[config.mk]
export PLATFORM = sky130hd
export DESIGN_NAME = atten_cmd_writer
export DESIGN_NICKNAME = d
export VERILOG_FILES = /design/src/rtl/atten_pkg.sv /design/src/rtl/atten_code_map.sv /design/src/rtl/atten_le_decode.sv /design/src/rtl/atten_serial_engine.sv /design/src/rtl/atten_cmd_writer.sv
export SDC_FILE = /design/constraint.sdc
export NUM_CORES = 1
export LEC_CHECK = 0
export ABC_AREA = 1
export BUFFER_PORTS_ARGS = -buffer_cell sky130_fd_sc_hd__buf_2
export CAP_MARGIN = 20
export CORE_MARGIN = 2
export CORE_UTILIZATION = 50
export CTS_BUF_LIST = sky130_fd_sc_hd__clkbuf_8
export CTS_CLUSTER_SIZE = 20
export DETAILED_ROUTE_END_ITERATION = 6
export PLACE_DENSITY = 0.83
export SLEW_MARGIN = 0
export SYNTH_ARGS = -nofsm -noshare
export SYNTH_HDL_FRONTEND = slang
export SYNTH_SLANG_ARGS = --single-unit
[constraint.sdc]
create_clock -name clk -period 1.3 [get_ports clk]
set_input_delay 0.13 -clock clk [delete_from_list [all_inputs] [get_ports clk]]
set_output_delay 0.13 -clock clk [all_outputs]
set_load 0.005 [all_outputs]
[src/rtl/atten_pkg.sv]
package atten_pkg;
   typedef enum logic [1:0] {
      WR_IDLE  = 2'd0,
      WR_SHIFT = 2'd1,
      WR_LATCH = 2'd2,
      WR_DONE  = 2'd3
   } wr_state_e;
endpackage

[src/rtl/atten_code_map.sv]
module atten_code_map #(
   parameter int REQ_W   = 7,
   parameter int CODE_W  = 6,
   parameter int FRAME_W = 8
) (
   input  logic [REQ_W-1:0]   req,
   output logic [FRAME_W-1:0] frame
);
   localparam int PAD_W    = FRAME_W - CODE_W;
   localparam int MAX_STEP = (1 << CODE_W) - 1;

   logic [CODE_W-1:0] step;

   generate
      if (REQ_W > CODE_W) begin : g_sat
         always_comb begin
            if (req > REQ_W'(MAX_STEP)) step = CODE_W'(MAX_STEP);
            else                        step = req[CODE_W-1:0];
         end
      end else begin : g_ext
         assign step = CODE_W'(req);
      end

      if (PAD_W > 0) begin : g_pad
         assign frame = {{PAD_W{1'b0}}, ~step};
      end else begin : g_nopad
         assign frame = ~step;
      end
   endgenerate
endmodule

[src/rtl/atten_le_decode.sv]
module atten_le_decode #(
   parameter int NUM_DEV = 2,
   parameter int SEL_W   = 1
) (
   input  logic               en,
   input  logic [SEL_W-1:0]   sel,
   output logic [NUM_DEV-1:0] le
);
   generate
      for (genvar i = 0; i < NUM_DEV; i++) begin : g_dev
         assign le[i] = en && (sel == SEL_W'(i));
      end
   endgenerate
endmodule

[src/rtl/atten_serial_engine.sv]
module atten_serial_engine
   import atten_pkg::*;
#(
   parameter int FRAME_W = 8,
   parameter int CLK_DIV = 4
) (
   input  logic               clk,
   input  logic               rst_n,
   input  logic               start,
   input  logic [FRAME_W-1:0] frame,
   output logic               sclk,
   output logic               sdo,
   output logic               latch,
   output logic               busy,
   output logic               done
);
   localparam int HALF  = CLK_DIV / 2;
   localparam int CNT_W = (CLK_DIV > 1) ? $clog2(CLK_DIV) : 1;
   localparam int BIT_W = (FRAME_W > 1) ? $clog2(FRAME_W) : 1;
   localparam logic [CNT_W-1:0] CNT_LAST = CNT_W'(CLK_DIV - 1);
   localparam logic [BIT_W-1:0] BIT_LAST = BIT_W'(FRAME_W - 1);

   wr_state_e          state;
   logic [CNT_W-1:0]   cnt;
   logic [BIT_W-1:0]   bitn;
   logic [FRAME_W-1:0] sh;

   always_ff @(posedge clk) begin
      if (!rst_n) begin
         state <= WR_IDLE;
         cnt   <= '0;
         bitn  <= '0;
         sh    <= '0;
      end else begin
         unique case (state)
            WR_SHIFT: begin
               if (cnt == CNT_LAST) begin
                  cnt <= '0;
                  if (bitn == BIT_LAST) begin
                     state <= WR_LATCH;
                  end else begin
                     bitn <= bitn + 1'b1;
                     sh   <= sh << 1;
                  end
               end else begin
                  cnt <= cnt + 1'b1;
               end
            end
            WR_LATCH: begin
               if (cnt == CNT_LAST) begin
                  cnt   <= '0;
                  state <= WR_DONE;
               end else begin
                  cnt <= cnt + 1'b1;
               end
            end
            default: begin
               if (start) begin
                  state <= WR_SHIFT;
                  sh    <= frame;
                  cnt   <= '0;
                  bitn  <= '0;
               end else begin
                  state <= WR_IDLE;
               end
            end
         endcase
      end
   end

   assign sclk  = (state == WR_SHIFT) && (cnt >= CNT_W'(HALF));
   assign sdo   = (state == WR_SHIFT) && sh[FRAME_W-1];
   assign latch = (state == WR_LATCH);
   assign busy  = (state == WR_SHIFT) || (state == WR_LATCH);
   assign done  = (state == WR_DONE);
endmodule

[src/rtl/atten_cmd_writer.sv]
module atten_cmd_writer #(
   parameter int NUM_DEV = 2,
   parameter int REQ_W   = 7,
   parameter int CODE_W  = 6,
   parameter int FRAME_W = 8,
   parameter int CLK_DIV = 4,
   parameter int SEL_W   = (NUM_DEV > 1) ? $clog2(NUM_DEV) : 1
) (
   input  logic               clk,
   input  logic               rst_n,
   input  logic               req_valid,
   input  logic [REQ_W-1:0]   req_atten,
   input  logic [SEL_W-1:0]   req_sel,
   output logic               spi_sclk,
   output logic               spi_sdo,
   output logic [NUM_DEV-1:0] spi_le,
   output logic               busy,
   output logic               done
);
   generate
      if (CLK_DIV < 2) begin : g_bad_div
         $error("CLK_DIV must be at least 2");
      end
      if (FRAME_W < CODE_W) begin : g_bad_frame
         $error("FRAME_W must be at least CODE_W");
      end
      if (NUM_DEV < 1) begin : g_bad_dev
         $error("NUM_DEV must be at least 1");
      end
      if (REQ_W < 1 || CODE_W < 1) begin : g_bad_w
         $error("widths must be positive");
      end
   endgenerate

   logic               accept;
   logic [FRAME_W-1:0] frame;
   logic [SEL_W-1:0]   sel_q;
   logic               latch;

   assign accept = req_valid && !busy;

   always_ff @(posedge clk) begin
      if (!rst_n)      sel_q <= '0;
      else if (accept) sel_q <= req_sel;
   end

   atten_code_map #(
      .REQ_W   (REQ_W),
      .CODE_W  (CODE_W),
      .FRAME_W (FRAME_W)
   ) u_map (
      .req   (req_atten),
      .frame (frame)
   );

   atten_serial_engine #(
      .FRAME_W (FRAME_W),
      .CLK_DIV (CLK_DIV)
   ) u_eng (
      .clk   (clk),
      .rst_n (rst_n),
      .start (accept),
      .frame (frame),
      .sclk  (spi_sclk),
      .sdo   (spi_sdo),
      .latch (latch),
      .busy  (busy),
      .done  (done)
   );

   atten_le_decode #(
      .NUM_DEV (NUM_DEV),
      .SEL_W   (SEL_W)
   ) u_dec (
      .en  (latch),
      .sel (sel_q),
      .le  (spi_le)
   );
endmodule

==> qor.yml, run 1 <==
power_mw: 4.28
ir_drop_mv: 2.09
cts_inserted_buffers: 3
synth_nets: 175
grt_usage_pct: 23.0
r2r_slack_ns: -0.12
coreArea_um2: 1940
totalWireLength_mm: 3.67
synth_cell_types: 18
dr.pass1.iters: 4
ys.flop_type: "dfxtp_1"
synth_top_area_cell: "dfxtp_1"
worstHoldStart: "req_sel"
grt_pass1_vias: 1061
fmax_mhz: 705
ant_nets: 0
finalCriticalPeriod_ns: 1.42
fin_crit_sh_pct: 109
place.gp.congestion: 0.779
clockBufferDepth: 2
path_cells: "inv_4 > ha_4 > inv_4 > nor2_4 > nand2_4 > clkbuf_16 > a21oi_2 > nor2_1"
slew_headroom_pct: 73.8
grt_antenna_before_repair: 0
htreeDepth: 1
worst_pin_slew_ns: 0.390
area_growth_pct: 63.5
ys_seq_elements: 16
cts.sinks: 16
cpMostUsedCell: "inv_4"
synthesis.area_um2: 1010
async_flop_share_pct: 0
final_common_cell: "nand2_1"
final_cell_mix: "nand2_1, inv_1, nor2_1"
status: "finished with violations"
cp-start-kind: "flop"
cts_tree: "built"
maxSlewViolCount: 0
power_density_nw_per_um2: 2580
ys_warn_count: 0
drive_gt1_share_pct: 47.4
hold_end: "sel_q"
cp_slowest_cell: "dfxtp_4"
grt_pass1_wl_mm: 4.27
setup_tns_ns: -1.28
reg2reg_depth: 8
dr_total_vias: 1181
r2r_start: "u_eng.state[1]"
critPathMaxStageDelay_ns: 0.37
violations: "negative setup slack"
synth.area.top_cells: "dfxtp_1, nand2_1, inv_1"
place_inst: 204
synth_top_area_share_pct: 31.6
synth_edf_count: 0
nets: 212
skew_ns: 0.00233
cp.arrival_ns: 1.56
hold_viol: 0
leakagePower_nw: 0.875
clk_pin_slew_ns: 0.06
hpwlAfterDp_mm: 1.51
whs_path_depth: 3
cts-root-buf: "clkbuf_8"
maxCapViolations: 0
rsz0062_at_grt: "yes"
dr.first_iter.drc_count: 29
rows: 16
crit_path_end_kind: "flop"
post-place-ws_ns: -0.0977
diodes: 0
required_ns: 1.44
clk_latency_ns: 0.25
die-area_um2: 2410
io_pins: 17
die_w_um: 49.1
seq_area_frac_synth_pct: 31.6
die_h_um: 49.1
r2r_end: "u_eng.sh[5]"
setup_viol: 17
hp-class: "in2reg"
avgRoutedWirePerCell_um: 16.8
port_buffers: 16
path_max_fanout: 5
postSynthAreaPerCell_um2: 6.46
drcViolationCount: 0
path_class: "reg2reg"
initial_core_util_pct: 52.3
gr-total-overflow: 0
hold_buffers: 0
avgViaCountPerCell: 5.39
synthCells: 157
fin_ws_ns: -0.118
fin_util_pct: 85.4
final_cell_count_no_fill: 219
grt_max_degree: 23
-- flip-flops by register name, summed over array words and instances, names as in the netlist --
| signal | cells |
|---|---|
| sel_q | 1 |
| u_eng.cnt | 2 |
| u_eng.sh | 8 |
| u_eng.state | 2 |
| u_eng.bitn | 3 |
-- cells by family (layout without fill, tap and decap cells) --
family | Yosys count | in the layout | share of synthesized area, %
simple gates | 81 | 81 | 35.9
buf+inv | 36 | 71 | 14.4
compound gates | 17 | 17 | 9.49
flops | 16 | 16 | 31.6
fa+ha+maj | 7 | 7 | 8.63
-- final cells by class --
type | instances | area (um^2)
inverters | 30 | 123
well taps | 27 | 33.8
fillers | 110 | 283
flip-flops and latches | 16 | 330
clock buffers | 3 | 41.3
repair buffers | 38 | 372
multi-input cells | 105 | 759
-- Yosys cell counts (2+ instances only) --
cell	instances
o21ai_0	3
dfxtp_1	16
inv_1	29
nand3_2	8
buf_4	2
ha_1	7
buf_2	3
a21oi_1	9
nand3_1	5
a21boi_0	2
a21boi_1	2
nand2_1	41
nor2_1	25
-- worst max-delay path: cells and delay by family (launching register included) --
family / cells / cell delay, ns
compound gates: 1 / 0.15
fa+ha+maj: 1 / 0.19
buf+inv: 3 / 0.31
flops: 1 / 0.37
simple gates: 3 / 0.28
-- metrics by stage --
step	cell area [um^2]	hold slack, ns
after detailed placement	1210	0.402
after global routing	1660	0.165
final	1660	0.152
after CTS	1400	0.142
after global placement	1210	0.398
after floorplan	1040	0.249
-- where the power goes --
part           leakage, nW  total [mW]  internal, mW  switching (mW)
sequential           0.134       0.903         0.722           0.181
combinational        0.719        2.99          1.47            1.52
clock               0.0216       0.379         0.206           0.173
total                0.875        4.28          2.40            1.87
-- metal layers --
layer / wire length [um] / track usage, % / vias up / share of wire [%]
li1: - / - / 550 / -
met2: 2000 / 44.1 / 39 / 54
met1: 1470 / 23.1 / 576 / 40
met4: 95 / 12.9 / 0 / 2.6
met3: 103 / 3.99 / 16 / 2.8
met5: 0 / 0 / - / 0
-- what timing repair did --
action | 4_1_cts | 5_1_grt
gates resized for setup | 30 | 31
pin swaps | 5 | 18
setup endpoints to repair | 15 | 17
buffers inserted | 4 | 2
gates cloned | 1 | 5
-- worst max-delay path by stage --
stage	endpoint	from	cells after the start
detailed placement	u_eng.sh[6]	u_eng.state[0]	8
finish	u_eng.sh[5]	u_eng.state[1]	8
floorplan	u_eng.bitn[0]	u_eng.state[0]	8
global route	u_eng.sh[3]	u_eng.state[0]	9
global placement	u_eng.bitn[2]	u_eng.state[0]	8
CTS	u_eng.sh[7]	u_eng.bitn[0]	7
Power figures use the tool's default switching activity.
==> inputs of run 2 (changes only) <==
--- a/config.mk
+++ b/config.mk
@@ -13,7 +13,7 @@
 export CTS_BUF_LIST = sky130_fd_sc_hd__clkbuf_8
 export CTS_CLUSTER_SIZE = 20
 export DETAILED_ROUTE_END_ITERATION = 6
-export PLACE_DENSITY = 0.83
+export PLACE_DENSITY = 0.78
 export SLEW_MARGIN = 0
 export SYNTH_ARGS = -nofsm -noshare
 export SYNTH_HDL_FRONTEND = slang
==> constraint.sdc (replaced) <==
create_clock -name clk -period 1.46 [get_ports clk]
set_input_delay 0.146 -clock clk [delete_from_list [all_inputs] [get_ports clk]]
set_output_delay 0.146 -clock clk [all_outputs]
set_load 0.005 [all_outputs]
==> run 2 against run 1 <==
  * Sequential power shrank 15%
  * Largest cell class unchanged
  * Hold slack gained 0.015 ns
  * Wire length shrank 30%
  * The flow now finishes without violations
  * Clock skew shrank 0.0011 ns
  * Via count shrank 12%
  * Largest power group unchanged
  * Highest routed layer unchanged
==> qor.yml, run 2 (synthesis results as in run 1) <==
placed_area_um2: 1170  # -3.5%
clk_latency_ns: 0.26  # about the same
top_register: "u_eng.sh"
grt_busiest_layer: "met2"
fmax_mhz: 688  # -2.5%
cp.arrival_ns: 1.64  # +0.08 ns
die_h_um: 49.1  # unchanged
setup_viol: 0  # -17
maxCapViolations: 0  # unchanged
hold_viol: 0  # unchanged
slew_headroom_pct: 81.5  # +7.7 points
path_max_fanout: 11  # +6
nets: 201  # -5.2%
final_area_um2: 1390  # -16%
fin_util_pct: 71.5  # -14 points
die_w_um: 49.1  # unchanged
top_regs: "u_eng.sh (8), u_eng.bitn (3)"
power_density_nw_per_um2: 2230  # -14%
avgViaCountPerCell: 4.99  # -7.5%
cts_inserted_buffers: 3  # unchanged
htreeDepth: 1  # unchanged
skew_ns: 0.00120  # -0.00113 ns
post-place-ws_ns: -0.00149  # +0.0962 ns
cts.sinks: 16  # unchanged
grt_max_degree: 23  # unchanged
worst_pin_slew_ns: 0.278  # -0.112 ns
largest_register_ffs: 8  # unchanged
final_cell_mix: "nand2_1, inv_1, nor2_1"
cp-start-kind: "flop"
hp-class: "in2reg"
final_common_cell: "nand2_1"
place.gp.congestion: 0.737  # -5.4%
grt_pass1_wl_mm: 3.46  # -19%
cts-root-buf: "clkbuf_8"
status: "finished, final reports clean"
io_pins: 17  # unchanged
ant_nets: 0  # unchanged
power_mw: 3.09  # -28%
clockBufferDepth: 2  # unchanged
gr-usage-met3_pct: 4.60  # +0.61 points
rows: 16  # unchanged
leakagePower_nw: 0.776  # -11%
diodes: 0  # unchanged
required_ns: 1.65  # +0.21 ns
grt_antenna_before_repair: 0  # unchanged
post_cts_buffers: 0  # -4
drcViolationCount: 0  # unchanged
drive_gt1_share_pct: 32.4  # -15 points
fin_crit_sh_pct: 99.6  # -9.5 points
hpwlAfterDp_mm: 1.46  # -3.6%
grtUsageMet2_pct: 28.8  # -15 points
fillers: 160  # +45%
cts_tree: "built"
fin_ws_ns: 0.00618  # +0.124 ns
totalWireLength_mm: 2.59  # -30%
maxSlewViolCount: 0  # unchanged
path_class: "reg2reg"
area_growth_pct: 36.7
coreArea_um2: 1940  # unchanged
dr_total_vias: 1042  # -12%
initial_core_util_pct: 52.3  # unchanged
clk_pin_slew_ns: 0.07  # about the same
avgRoutedWirePerCell_um: 12.4  # -26%
grt_pass1_vias: 835  # -21%
finalCriticalPeriod_ns: 1.45  # +0.0357 ns
dr.first_iter.drc_count: 25  # -14%
port_buffers: 16  # unchanged
die-area_um2: 2410  # unchanged
grt_usage_pct: 18.7  # -4.3 points
gr-total-overflow: 0  # unchanged
dr.pass1.iters: 5  # +1
crit_path_end_kind: "flop"
use_met1_pct: 24.7  # +1.6 points
ir_drop_mv: 1.39  # -33%
-- run 2: cell count changes in the layout (fill, tap and decap cells not counted), moves of 4 or more --
cell / delta
inv_4: -4
nand2_1: +4
nor2_1: +4
buf_4: -7
nor2_4: -4
a21oi_1: +4
-- run 2: final timing paths --
path	startpoint	slack [ns]	endpoint	cells after the start
setup / recovery	u_eng.bitn[0]	0.006	u_eng.sh[6]	8
hold / removal	req_sel	0.17	sel_q	3
setup reg to reg	u_eng.bitn[0]	0.006	u_eng.sh[6]	8
hold reg to reg	sel_q	0.51	sel_q	2
-- run 2: metal layers --
layer,wire length (um),up-vias
met4,85,0
met2,1260,27
met5,0,-
met3,101,11
li1,-,523
met1,1150,481
-- run 2: repair_timing --
| item | CTS | global route |
|---|---|---|
| gates resized for setup | 3 | 22 |
| pin swaps | 0 | 3 |
| hold buffers | 0 | 0 |
| endpoints found under the setup margin | 7 | 13 |
| cloned | 0 | 4 |
-- run 2: cell type report --
cell class / count / area, um^2 / share of cell area (%)
Tap cell: 27 / 33.8 / 2.43
Timing Repair Buffer: 27 / 244 / 17.6
Multi-Input combinational cell: 105 / 614 / 44.3
Clock buffer: 4 / 55.1 / 3.97
Sequential cell: 16 / 328 / 23.6
Inverter: 30 / 113 / 8.12
-- run 2: metrics by stage --
| step | hold slack (ns) | std cells | setup TNS [ns] |
|---|---|---|---|
| 2_1_floorplan | 0.267 | 157 | 0 |
| 3_3_place_gp | 0.402 | 201 | 0 |
| 3_5_place_dp | 0.432 | 201 | -0.00149 |
| 4_1_cts | 0.149 | 205 | 0 |
| 5_1_grt | 0.196 | 209 | -0.452 |
| 6_report | 0.167 | 209 | 0 |
-- run 2: worst max-delay path: stages (launching register included) --
cell       delay, ns
dfxtp_1         0.33
ha_1            0.20
ha_2            0.18
nor2_2          0.12
nand2_2         0.12
clkbuf_16       0.20
nand3_2         0.05
nand2_1         0.04
nor2_1          0.13
-- run 2: where the power goes --
part | switching (mW) | leakage, nW | internal (mW)
registers | 0.134 | 0.133 | 0.637
logic | 0.965 | 0.614 | 0.940
clock network | 0.174 | 0.0288 | 0.240
total | 1.27 | 0.776 | 1.82
==> inputs of run 3 (changes only) <==
--- a/config.mk
+++ b/config.mk
@@ -5,7 +5,6 @@
 export SDC_FILE = /design/constraint.sdc
 export NUM_CORES = 1
 export LEC_CHECK = 0
-export ABC_AREA = 1
 export BUFFER_PORTS_ARGS = -buffer_cell sky130_fd_sc_hd__buf_2
 export CAP_MARGIN = 20
 export CORE_MARGIN = 2
@@ -13,7 +12,7 @@
 export CTS_BUF_LIST = sky130_fd_sc_hd__clkbuf_8
 export CTS_CLUSTER_SIZE = 20
 export DETAILED_ROUTE_END_ITERATION = 6
-export PLACE_DENSITY = 0.78
+export PLACE_DENSITY = 0.79
 export SLEW_MARGIN = 0
 export SYNTH_ARGS = -nofsm -noshare
 export SYNTH_HDL_FRONTEND = slang
==> run 3 against run 2 <==
  * The run now ends with negative setup slack left
  * Maximum frequency decreased by 7.8%
  * Count of clock-buffer cells in the layout unchanged
  * Synthesized cell count down 41%
  * Register-to-register slack got worse by 0.12 ns
  * Critical endpoint is now u_eng.sh[4]
==> qor.yml, run 3 <==
status: "finished with violations"
violations: "negative setup slack"
fmax_mhz: 634  # -7.8%
seq_area_frac_synth_pct: 37.1  # +5.5 points
dr.pass1.iters: 4  # -1
grt_antenna_before_repair: 0  # unchanged
synthCells: 93  # -41%
diodes: 0  # unchanged
cp.arrival_ns: 1.71  # +0.07 ns
synthesis.area_um2: 863  # -15%
required_ns: 1.60  # -0.05 ns
ys.flop_type: "dfxtp_1"
cp_top_family: "compound AO/OA/AOI/OAI gates"
async_flop_share_pct: 0  # unchanged
power_density_nw_per_um2: 2000  # -10%
top_regs: "u_eng.sh (8), u_eng.bitn (3)"
r2r_end: "u_eng.sh[4]"
maxCapViolations: 0  # unchanged
dr.first_iter.drc_count: 38  # +52%
io_pins: 17  # unchanged
reg2reg_depth: 6  # -2
r2r_slack_ns: -0.12  # -0.12 ns
cp_num_cells: 6  # -2
path_class: "reg2reg"
hold_viol: 0  # unchanged
nets: 152  # -24%
fillers: 98  # -39%
critPathMaxStageDelay_ns: 0.34  # about the same
grt_pass1_wl_mm: 4.07  # +18%
drcViolationCount: 0  # unchanged
synth_top_area_cell: "dfxtp_1"
ys_warn_count: 0  # unchanged
cts-root-buf: "clkbuf_8"
hp-class: "in2reg"
crit_buf_inv: 1  # unchanged
post-place-ws_ns: -0.131  # -0.129 ns
setup_tns_ns: -0.543  # -0.543 ns
ant_nets: 0  # unchanged
ir_drop_mv: 1.65  # +18%
final_cell_mix: "buf_4, buf_2, dfxtp_1"
top_register: "u_eng.sh"
synth_top_area_share_pct: 37.1  # +5.5 points
synth_nets: 111  # -37%
path_cells: "ha_4 > ha_4 > nand4bb_4 > buf_6 > a221o_1 > o311a_1"
slew_headroom_pct: 72.6  # -8.9 points
largest_register_ffs: 8  # unchanged
totalWireLength_mm: 2.68  # +3.4%
synth_edf_count: 0  # unchanged
rsz0062_at_grt: "yes"
place_inst: 132  # -34%
clk_latency_ns: 0.25  # about the same
power_mw: 2.72  # -12%
area_growth_pct: 57.5
ys_seq_elements: 16  # unchanged
avgViaCountPerCell: 6.19  # +24%
drive_gt1_share_pct: 54.1  # +22 points
r2r_start: "u_eng.bitn[1]"
grt_usage_pct: 28.2  # +9.4 points
cp-start-kind: "flop"
initial_core_util_pct: 51.7  # -0.57 points
hpwlAfterDp_mm: 1.48  # +1.7%
die-area_um2: 2080  # -14%
maxSlewViolCount: 0  # unchanged
whs_path_depth: 3  # unchanged
htreeDepth: 1  # unchanged
leakagePower_nw: 0.579  # -25%
path_max_fanout: 3  # -8
skew_ns: 0.000678  # -0.000519 ns
grt_max_degree: 12  # -48%
synth_most_common_cell: "dfxtp_1"
clk_pin_slew_ns: 0.07  # about the same
rows: 15  # -1
crit_start: "u_eng.bitn[1]"
gr-total-overflow: 0  # unchanged
hold_buffers: 0  # unchanged
synth.area.top_cells: "dfxtp_1, ha_1, nand3_1"
fin_crit_sh_pct: 108  # +8.4 points
grt_pass1_vias: 863  # +3.4%
final_cell_count_no_fill: 150  # -28%
avgRoutedWirePerCell_um: 17.8  # +44%
fin_ws_ns: -0.116  # -0.122 ns
crit_path_end_kind: "flop"
synth_cell_types: 29  # +11
final_common_cell: "buf_4"
coreArea_um2: 1670  # -14%
place.gp.congestion: 0.763  # +3.5%
die_h_um: 45.6  # -7.1%
cts_inserted_buffers: 3  # unchanged
postSynthAreaPerCell_um2: 9.28  # +44%
clockBufferDepth: 2  # unchanged
setup_viol: 9  # +9
setup.worst_path.end: "u_eng.sh[4]"
yosys-top-cells-count: "dfxtp_1, nand3_1, a21oi_1, ha_1, nor3_1"
cpMostUsedCell: "ha_4"
die_w_um: 45.6  # -7.1%
dr_total_vias: 928  # -11%
worst_pin_slew_ns: 0.411  # +0.133 ns
finalCriticalPeriod_ns: 1.58  # +0.122 ns
cts_tree: "built"
port_buffers: 16  # unchanged
cts.sinks: 16  # unchanged
cp_slowest_cell: "dfxtp_2"
[run 3: cell types whose count changed in the layout (fill, tap and decap cells not counted), moves of 4 or more]
cell,delta
nor3_1,+4
nor2_1,-21
inv_1,-24
o311a_1,+5
nand3_1,+4
buf_4,+15
a221o_1,+4
nand3_2,-6
nand2_1,-34
[run 3: metrics by stage]
step           hold WS, ns  utilization [%]  area, um^2
2_1_floorplan        0.277                -         927
3_3_place_gp         0.401             64.3        1070
3_5_place_dp         0.415             64.3        1070
4_1_cts              0.145             75.6        1260
5_1_grt              0.168             81.4        1360
6_report             0.151             81.4        1360
[run 3: what timing repair did]
action	CTS	global route
gates resized for setup	17	10
endpoints found under the hold margin	0	0
endpoints found under the setup margin	13	14
cloned	1	0
pin swaps	5	6
setup buffers	7	7
[run 3: routing by layer]
metal / GRT usage, % / vias to the layer above / wire length [um]
li1: - / 433 / -
met1: 35.7 / 461 / 1110
met2: 46.8 / 28 / 1420
met3: 4.76 / 6 / 85
met4: 11.8 / 0 / 65
met5: 0 / - / 0
[run 3: worst min path at each step]
stage | from | endpoint | slack [ns]
2_1_floorplan | rst_n | u_eng.sh[5] | 0.28
3_3_place_gp | req_sel | sel_q | 0.40
3_5_place_dp | req_sel | sel_q | 0.42
4_1_cts | req_sel | sel_q | 0.14
5_1_grt | req_sel | sel_q | 0.17
6_report | req_sel | sel_q | 0.15
[run 3: final cells by class]
type                            instances  area [um^2]  area share, %
Timing Repair Buffer                   42          304           22.4
Sequential cell                        16          330           24.3
Inverter                                5         23.8           1.75
Clock buffer                            4         55.1           4.05
Multi-Input combinational cell         66          626           46.0
Tap cell                               17         21.3           1.56
[run 3: power by group]
part	switching, mW	internal (mW)
combinational	0.703	0.924
clock	0.165	0.240
sequential	0.117	0.566
total	0.985	1.73
[run 3: cell families (layout without fill, tap and decap cells)]
| kind of cell | after synthesis | after routing | synth area share (%) |
|---|---|---|---|
| adder cells (fa/ha/maj) | 7 | 7 | 10.1 |
| AND/OR/NAND/NOR | 34 | 34 | 23.2 |
| AO/OA/AOI/OAI | 25 | 25 | 23.2 |
| buffers and inverters | 11 | 51 | 6.38 |
| flip-flops | 16 | 16 | 37.1 |
[run 3: worst reg2reg max path: stages, from the launching register on]
cell and delay [ns]:
dfxtp_2 0.34, ha_4 0.16, ha_4 0.17, nand4bb_4 0.22
buf_6 0.14, a221o_1 0.30, o311a_1 0.13
